File: src/rtl/bseq_pkg.sv
`timescale 1ns/1ps
// Shared definitions for the bus cycle sequencer.
// Assumes one clock per bus state; state codes are visible at the top port.
package bseq_pkg;

    typedef enum logic [2:0] {
        ST_TI  = 3'd0,   // idle
        ST_TH  = 3'd1,   // bus released to another master
        ST_T1  = 3'd2,   // first state, non-pipelined cycle
        ST_T2  = 3'd3,   // later state, next-address not yet taken
        ST_T2I = 3'd4,   // next-address taken, nothing to issue
        ST_T2P = 3'd5,   // next-address taken, next cycle issued
        ST_T1P = 3'd6    // first state, pipelined cycle
    } bstate_t;

    // States in which ready is sampled.
    function automatic logic ready_window(bstate_t s);
        return (s == ST_T2) || (s == ST_T2I) || (s == ST_T2P);
    endfunction

    // States that open a new cycle.
    function automatic logic opens_cycle(bstate_t s);
        return (s == ST_T1) || (s == ST_T1P);
    endfunction

endpackage

File: src/rtl/bseq_fsm.sv
`timescale 1ns/1ps
// Bus state sequencer core.
// Holds the bus state and decides the next one from ready, next-address,
// half-width, hold and the internal request. Reports when the request is
// loaded (issue_new), when a split second half is started (issue_split)
// and when the current cycle is acknowledged (ack).
// Assumes the requester keeps req_valid high until it sees issue_new.
module bseq_fsm
    import bseq_pkg::*;
(
    input  logic    clk,
    input  logic    rst_n,
    input  logic    req_valid,
    input  logic    rdy_n,
    input  logic    nxt_n,
    input  logic    half_n,
    input  logic    hold_req,
    input  logic    split_need,
    output bstate_t state_q,
    output bstate_t nxt_state,
    output logic    issue_new,
    output logic    issue_split,
    output logic    ack,
    output logic    hold_ack
);

    logic    na_taken;     // next-address accepted this state
    bstate_t bound_state;  // where a plain cycle boundary leads
    logic    bound_issue;  // that boundary loads the request

    // Next-address counts only when half-width is not asserted.
    assign na_taken = !nxt_n && half_n;
    assign ack      = ready_window(state_q) && !rdy_n;
    assign hold_ack = (state_q == ST_TH);

    // Choice at a cycle boundary: hold first, then a request, else idle.
    always_comb begin
        bound_issue = 1'b0;
        if (hold_req) begin
            bound_state = ST_TH;
        end else if (req_valid) begin
            bound_state = ST_T1;
            bound_issue = 1'b1;
        end else begin
            bound_state = ST_TI;
        end
    end

    // Next-state decision for every bus state.
    always_comb begin
        nxt_state   = state_q;
        issue_new   = 1'b0;
        issue_split = 1'b0;
        case (state_q)
            ST_TI, ST_TH: begin
                nxt_state = bound_state;
                issue_new = bound_issue;
            end
            ST_T1: begin
                nxt_state = ST_T2;
            end
            ST_T1P: begin
                if (na_taken) begin
                    nxt_state = req_valid ? ST_T2P : ST_T2I;
                    issue_new = req_valid;
                end else begin
                    nxt_state = ST_T2;
                end
            end
            ST_T2: begin
                if (ack) begin
                    if (!half_n && split_need) begin
                        nxt_state   = ST_T1;
                        issue_split = 1'b1;
                    end else begin
                        nxt_state = bound_state;
                        issue_new = bound_issue;
                    end
                end else if (na_taken) begin
                    nxt_state = req_valid ? ST_T2P : ST_T2I;
                    issue_new = req_valid;
                end
            end
            ST_T2I: begin
                if (ack) begin
                    nxt_state = bound_state;
                    issue_new = bound_issue;
                end else if (req_valid) begin
                    nxt_state = ST_T2P;
                    issue_new = 1'b1;
                end
            end
            ST_T2P: begin
                if (ack) begin
                    nxt_state = ST_T1P;
                end
            end
            default: begin
                nxt_state = ST_TI;
            end
        endcase
    end

    // State register.
    always_ff @(posedge clk) begin
        if (!rst_n) begin
            state_q <= ST_TI;
        end else begin
            state_q <= nxt_state;
        end
    end

endmodule

File: src/rtl/bseq_addr_regs.sv
`timescale 1ns/1ps
// Address and cycle-definition registers with the address strobe.
// Loads the request on issue_new; on issue_split keeps address and
// direction and clears the lower half of the byte enables. The strobe
// is registered and lasts exactly the state after a load.
// Assumes BEW is even.
module bseq_addr_regs #(
    parameter int AW  = 32,
    parameter int BEW = 4
) (
    input  logic           clk,
    input  logic           rst_n,
    input  logic           issue_new,
    input  logic           issue_split,
    input  logic [AW-1:0]  req_addr,
    input  logic [BEW-1:0] req_be,
    input  logic           req_write,
    output logic [AW-1:0]  addr_q,
    output logic [BEW-1:0] be_q,
    output logic           wr_q,
    output logic           ads_n,
    output logic           split_need
);

    localparam int HALF = BEW / 2;

    logic [BEW-1:0] upper_mask;
    logic           ads_q;

    // Build the mask that keeps only the upper half of the lanes.
    for (genvar g = 0; g < BEW; g++) begin : g_mask
        assign upper_mask[g] = (g >= HALF);
    end

    // A split is needed when both halves carry enabled lanes.
    assign split_need = (|(be_q & ~upper_mask)) && (|(be_q & upper_mask));
    assign ads_n      = !ads_q;

    // Cycle definition registers.
    always_ff @(posedge clk) begin
        if (!rst_n) begin
            addr_q <= '0;
            be_q   <= '0;
            wr_q   <= 1'b0;
        end else if (issue_new) begin
            addr_q <= req_addr;
            be_q   <= req_be;
            wr_q   <= req_write;
        end else if (issue_split) begin
            be_q   <= be_q & upper_mask;
        end
    end

    // One-state address strobe following every load.
    always_ff @(posedge clk) begin
        if (!rst_n) begin
            ads_q <= 1'b0;
        end else begin
            ads_q <= issue_new || issue_split;
        end
    end

endmodule

File: src/rtl/bseq_data_ctl.sv
`timescale 1ns/1ps
// Data bus control.
// Tracks the direction of the cycle in progress. That can differ from the
// definition on the bus once the next cycle has been issued early. Drives
// the write enable from the first state of a write through one state after
// its acknowledge, and the read capture strobe in a read's acknowledge state.
module bseq_data_ctl
    import bseq_pkg::*;
(
    input  logic    clk,
    input  logic    rst_n,
    input  bstate_t nxt_state,
    input  logic    ack,
    input  logic    issue_new,
    input  logic    req_write,
    input  logic    wr_q,
    output logic    data_oe,
    output logic    rd_latch
);

    logic cur_wr;      // direction of the cycle in progress
    logic start;       // a cycle opens at this edge
    logic stays;       // the same cycle carries on at this edge
    logic new_wr;      // direction of the cycle that opens
    logic oe_d;

    assign start    = opens_cycle(nxt_state);
    assign stays    = ready_window(nxt_state);
    assign new_wr   = issue_new ? req_write : wr_q;
    assign rd_latch = ack && !cur_wr;

    // Drive enable for the coming state: own write, or hold after a write ack.
    always_comb begin
        if (start) begin
            oe_d = new_wr;
        end else if (stays) begin
            oe_d = cur_wr;
        end else begin
            oe_d = 1'b0;
        end
        oe_d = oe_d || (ack && cur_wr);
    end

    // Current direction and drive enable registers.
    always_ff @(posedge clk) begin
        if (!rst_n) begin
            cur_wr  <= 1'b0;
            data_oe <= 1'b0;
        end else begin
            if (start) begin
                cur_wr <= new_wr;
            end
            data_oe <= oe_d;
        end
    end

endmodule

File: src/rtl/pipe_bus_seq.sv
`timescale 1ns/1ps
// Pipelined-address bus cycle sequencer, top level.
// Connects the state core, the address/definition registers and the data
// bus control. One clock equals one bus state. The requester holds its
// request until req_take is seen high at a clock edge.
module pipe_bus_seq #(
    parameter int AW  = 32,
    parameter int BEW = 4
) (
    input  logic           clk,
    input  logic           rst_n,
    input  logic           req_valid,
    input  logic [AW-1:0]  req_addr,
    input  logic [BEW-1:0] req_be,
    input  logic           req_write,
    output logic           req_take,
    input  logic           rdy_n,
    input  logic           nxt_n,
    input  logic           half_n,
    input  logic           hold_req,
    output logic           ads_n,
    output logic [AW-1:0]  addr_out,
    output logic [BEW-1:0] be_out,
    output logic           wr_out,
    output logic           data_oe,
    output logic           rd_latch,
    output logic           hold_ack,
    output logic [2:0]     bus_state
);

    import bseq_pkg::*;

    bstate_t state_q;
    bstate_t nxt_state;
    logic    issue_new;
    logic    issue_split;
    logic    ack;
    logic    split_need;

    assign req_take  = issue_new;
    assign bus_state = state_q;

    // State sequencing.
    bseq_fsm u_fsm (
        .clk         (clk),
        .rst_n       (rst_n),
        .req_valid   (req_valid),
        .rdy_n       (rdy_n),
        .nxt_n       (nxt_n),
        .half_n      (half_n),
        .hold_req    (hold_req),
        .split_need  (split_need),
        .state_q     (state_q),
        .nxt_state   (nxt_state),
        .issue_new   (issue_new),
        .issue_split (issue_split),
        .ack         (ack),
        .hold_ack    (hold_ack)
    );

    // Address, byte enables, direction and strobe.
    bseq_addr_regs #(
        .AW  (AW),
        .BEW (BEW)
    ) u_addr (
        .clk         (clk),
        .rst_n       (rst_n),
        .issue_new   (issue_new),
        .issue_split (issue_split),
        .req_addr    (req_addr),
        .req_be      (req_be),
        .req_write   (req_write),
        .addr_q      (addr_out),
        .be_q        (be_out),
        .wr_q        (wr_out),
        .ads_n       (ads_n),
        .split_need  (split_need)
    );

    // Data bus drive and read capture.
    bseq_data_ctl u_data (
        .clk       (clk),
        .rst_n     (rst_n),
        .nxt_state (nxt_state),
        .ack       (ack),
        .issue_new (issue_new),
        .req_write (req_write),
        .wr_q      (wr_out),
        .data_oe   (data_oe),
        .rd_latch  (rd_latch)
    );

endmodule

File: config.mk
export PLATFORM = sky130hd
export DESIGN_NAME = pipe_bus_seq
export DESIGN_NICKNAME = d
export VERILOG_FILES = /design/src/rtl/bseq_pkg.sv /design/src/rtl/bseq_fsm.sv /design/src/rtl/bseq_addr_regs.sv /design/src/rtl/bseq_data_ctl.sv /design/src/rtl/pipe_bus_seq.sv
export SDC_FILE = /design/constraint.sdc
export NUM_CORES = 1
export LEC_CHECK = 0
export ABC_CLOCK_PERIOD_IN_PS = 3700
export BUFFER_PORTS_ARGS = -buffer_cell sky130_fd_sc_hd__buf_2
export CAP_MARGIN = 20
export CELL_PAD_IN_SITES_DETAIL_PLACEMENT = 0
export CELL_PAD_IN_SITES_GLOBAL_PLACEMENT = 1
export CORE_ASPECT_RATIO = 1.2
export CORE_UTILIZATION = 33
export DETAILED_ROUTE_END_ITERATION = 8
export PLACE_DENSITY = 0.84
export SLEW_MARGIN = 20
export SYNTH_ARGS = -nofsm -noshare
export SYNTH_HDL_FRONTEND = slang
export SYNTH_SLANG_ARGS = --single-unit
File: constraint.sdc
create_clock -name clk -period 3.7 [get_ports clk]
set_input_delay 1.11 -clock clk [delete_from_list [all_inputs] [get_ports clk]]
set_output_delay 1.11 -clock clk [all_outputs]
set_load 0.05 [all_outputs]
==> summary.md <==
| Metric | Value |
|---|---|
| Root Driver | `clkbuf_8` |
| Share of cells above drive strength 1 | `36.8%` |
| Full die area | `0.00587 mm^2` |
| Die H | `83.8 um` |
| Lkg Pwr | `1.13 nW` |
| Startpoint Class | `primary input` |
| FP Rows | `29` |
| Status | `completed` |
| Max-Slew Margin vs Limit | `58.8%` |
| Number of global-route vias before repair | `1480` |
| DP Area | `0.00232 mm^2` |
| CP endpoint kind | `output pin` |
| Top cells by area, synth | `dfxtp_1 (47%), mux2i_1 (19%), nor2_1 (9.0%)` |
| Synth Cell Area | `0.00184 mm^2` |
| Post-Syn Instances | `196` |
| Yosys cell types | `31` |
| P_int | `0.696 mW` |
| Hold depth | `2` |
| Layout Skew | `0.00812 ns` |
| Tot Pwr | `1.03 mW` |
| Number of DRC markers in iteration 0 | `91` |
| HP Start | `u_addr.addr_q[15]` |
| Hold Crit Class | `reg2reg` |
| DRT antenna net count | `0` |
| Vias | `1667` |
| Ys flop type | `dfxtp_1` |
| Largest net degree at the start of global routing | `41` |
| Worst reg2reg endpoint | `u_data.data_oe` |
| Vias per Instance | `4.80` |
| Critical path class | `in2out` |
| Total GRT Usage | `14.0%` |
| GPL Wtd Cong | `0.858` |
| Worst-skew pair later-pin latency | `0.29 ns` |
| Flop pwr share | `48.8%` |
| Cell area after layout | `0.00240 mm^2` |
| Yosys top cell by area | `dfxtp_1` |
| Layout Nets | `328` |
| Crit share post-route | `93.6%` |
| Final Hold Vio Count | `0` |
| CTS sink count | `43` |
| Gate power share | `23.3%` |
| CORE AREA | `0.00533 mm^2` |
| # setup viols final | `0` |
| Die width | `70.1 um` |
| N_diodes | `0` |
| I/O Buffers | `88` |
| Initial antenna violation count | `0` |
| Async S/R FF share, synth | `0%` |
| Crit path arrival time | `2.35 ns` |
| Max FO, Critical Path | `6` |
| Fmax | `289 MHz` |
| Pwr/cell area | `428 mW/mm^2` |
| Setup Fix Bufs, Post-CTS | `0` |
| Syn_nets | `240` |
| Worst-case clock buffer depth | `2` |
| Hold-fix buffers, CTS | `0` |
| Pre-antenna DRT Iters | `4` |
| RSZ-0062 raised after global routing | `no` |
| Final Max Slew Viols | `0` |
| Max_cap viols | `0` |
| Register-to-register setup slack | `1.11 ns` |
| P&R area growth vs syn | `30.7%` |
| Total grt overflow | `0` |
| #FFs+latches synth | `43` |
| First-pass GRT wire length | `6560 um` |
| Initial core utilization | `34.5%` |
| NetSw | `0.332 mW` |
| Resized cells post-CTS | `0` |
| Seq/Total Area, Yosys | `46.8%` |
| R2r worst-path depth | `6` |
| I/O pin total | `89` |
| DRC Markers | `0` |
| Post-layout min period | `3.46 ns` |
| Total CTS buffers | `5` |
| H-Tree Depth | `2` |
| Slew @ Worst Pin | `0.618 ns` |
| RR Startpoint | `u_fsm.state_q[0]` |
| Max VDD drop | `0.000186 V` |
| Post-synth top area share | `46.8%` |
| Clk pin slew, worst setup/hold paths | `0.08 ns` |
| Final HPWL DP | `2960 um` |
| Sw frac | `32.3%` |
| Wire per inst | `11.8 um` |
| Drt total wl | `4090 um` |
| Setup Total Neg Slack | `0 ns` |
| Fill cells | `543` |
| Post-synth EDFFs | `0` |
| YS warnings | `0` |
| Synthesized area per cell | `9.38 um^2` |
| Hold EP | `u_addr.addr_q[15]` |
| Critical Path RT | `2.59 ns` |
| Clk pwr share | `27.9%` |
| CTS tree | `done` |
[cell type report]
class	instances	area, um^2	area share (%)
Multi-Input combinational cell	136	878	36.6
Inverter	4	15.0	0.625
Clock inverter	2	12.5	0.521
Sequential cell	43	861	35.8
Clock buffer	6	72.6	3.02
Timing Repair Buffer	94	485	20.2
Tap cell	62	77.6	3.23
[worst max-delay path by stage]
stage / startpoint / to / slack (ns) / cells after the start
final: rdy_n / req_take / 0.24 / 6
after global routing: half_n / req_take / 0.17 / 6
after CTS: rdy_n / req_take / 0.24 / 6
after detailed placement: rdy_n / req_take / 0.24 / 6
after global placement: rdy_n / req_take / 0.26 / 6
after floorplan: rdy_n / rd_latch / 0.12 / 2
[power groups by stage]
stage                     sequential [mW]  clock, mW  combinational (mW)
final                               0.502      0.287               0.239
after global routing                0.506      0.322               0.256
after CTS                           0.502      0.303               0.242
after detailed placement            0.513          0               0.241
after global placement              0.512          0               0.241
after floorplan                     0.593          0              0.0994
[layer usage]
layer | vias up | GRT usage [%] | wire length, um
met5 | - | 0 | 0
met4 | 0 | 6.00 | 63
met3 | 7 | 2.90 | 202
met2 | 65 | 24.8 | 2090
met1 | 749 | 16.1 | 1730
li1 | 846 | - | -
[Yosys cell counts (3+ instances only)]
cell,count
a21oi_1,6
nand3_1,4
buf_6,4
dfxtp_1,43
clkbuf_1,5
inv_1,4
nand3b_1,3
nand2b_1,5
nor2_1,44
o22ai_1,3
mux2i_1,35
o21ai_0,3
nor2b_1,3
nand2_1,10
buf_2,4
[cells by family (layout without fill, tap and decap cells)]
logic type,Yosys count,in the layout,synth area share (%)
simple gates,78,78,19.4
flops,43,43,46.8
mux,35,35,19.1
compound gates,23,23,9.33
buf+inv,17,106,5.38
[layout by cell type, fill, tap and decap left out]
cell         n
o21ai_0      3
clkinvlp_4   1
nand2b_1     5
a31oi_1      1
and2_1       1
o311ai_4     1
nor2_1      44
clkbuf_8     5
buf_2       88
o22ai_1      3
clkinv_2     1
a22oi_1      1
buf_4        6
a21o_1       1
mux2i_1     35
o221ai_1     2
inv_1        4
or4_4        1
dfxtp_1     43
nor3_1       1
clkbuf_1     1
a221o_1      1
o21a_1       1
nand3b_1     3
or3_1        2
a211o_1      2
or2_2        2
nor3b_1      1
a21oi_1      6
nor2b_1      3
a211oi_1     1
nand2_1     10
nand4_1      1
nand3_1      4
[registers in the layout, summed over array words and instances (netlist names)]
register and count:
u_addr.ads_q 1, u_fsm.state_q 3, u_addr.addr_q 32, u_addr.be_q 4, u_data.cur_wr 1, u_addr.wr_q 1, u_data.data_oe 1
[per-stage QoR]
step	hold slack, ns	utilization [%]	instances	worst slack (ns)
finish	0.490	45.0	347	0.237
global route	0.520	45.0	347	0.166
CTS	0.496	45.0	347	0.237
detailed placement	0.478	43.4	339	0.239
global placement	0.467	43.4	339	0.257
floorplan	0.458	-	196	0.125
[critical path, cell delays in order]
cell and delay [ns]:
buf_2 0.13, inv_1 0.08, a211o_1 0.25, a221o_1 0.38
o311ai_4 0.08, buf_2 0.32
No activity file was read; power rests on OpenSTA's default activity.
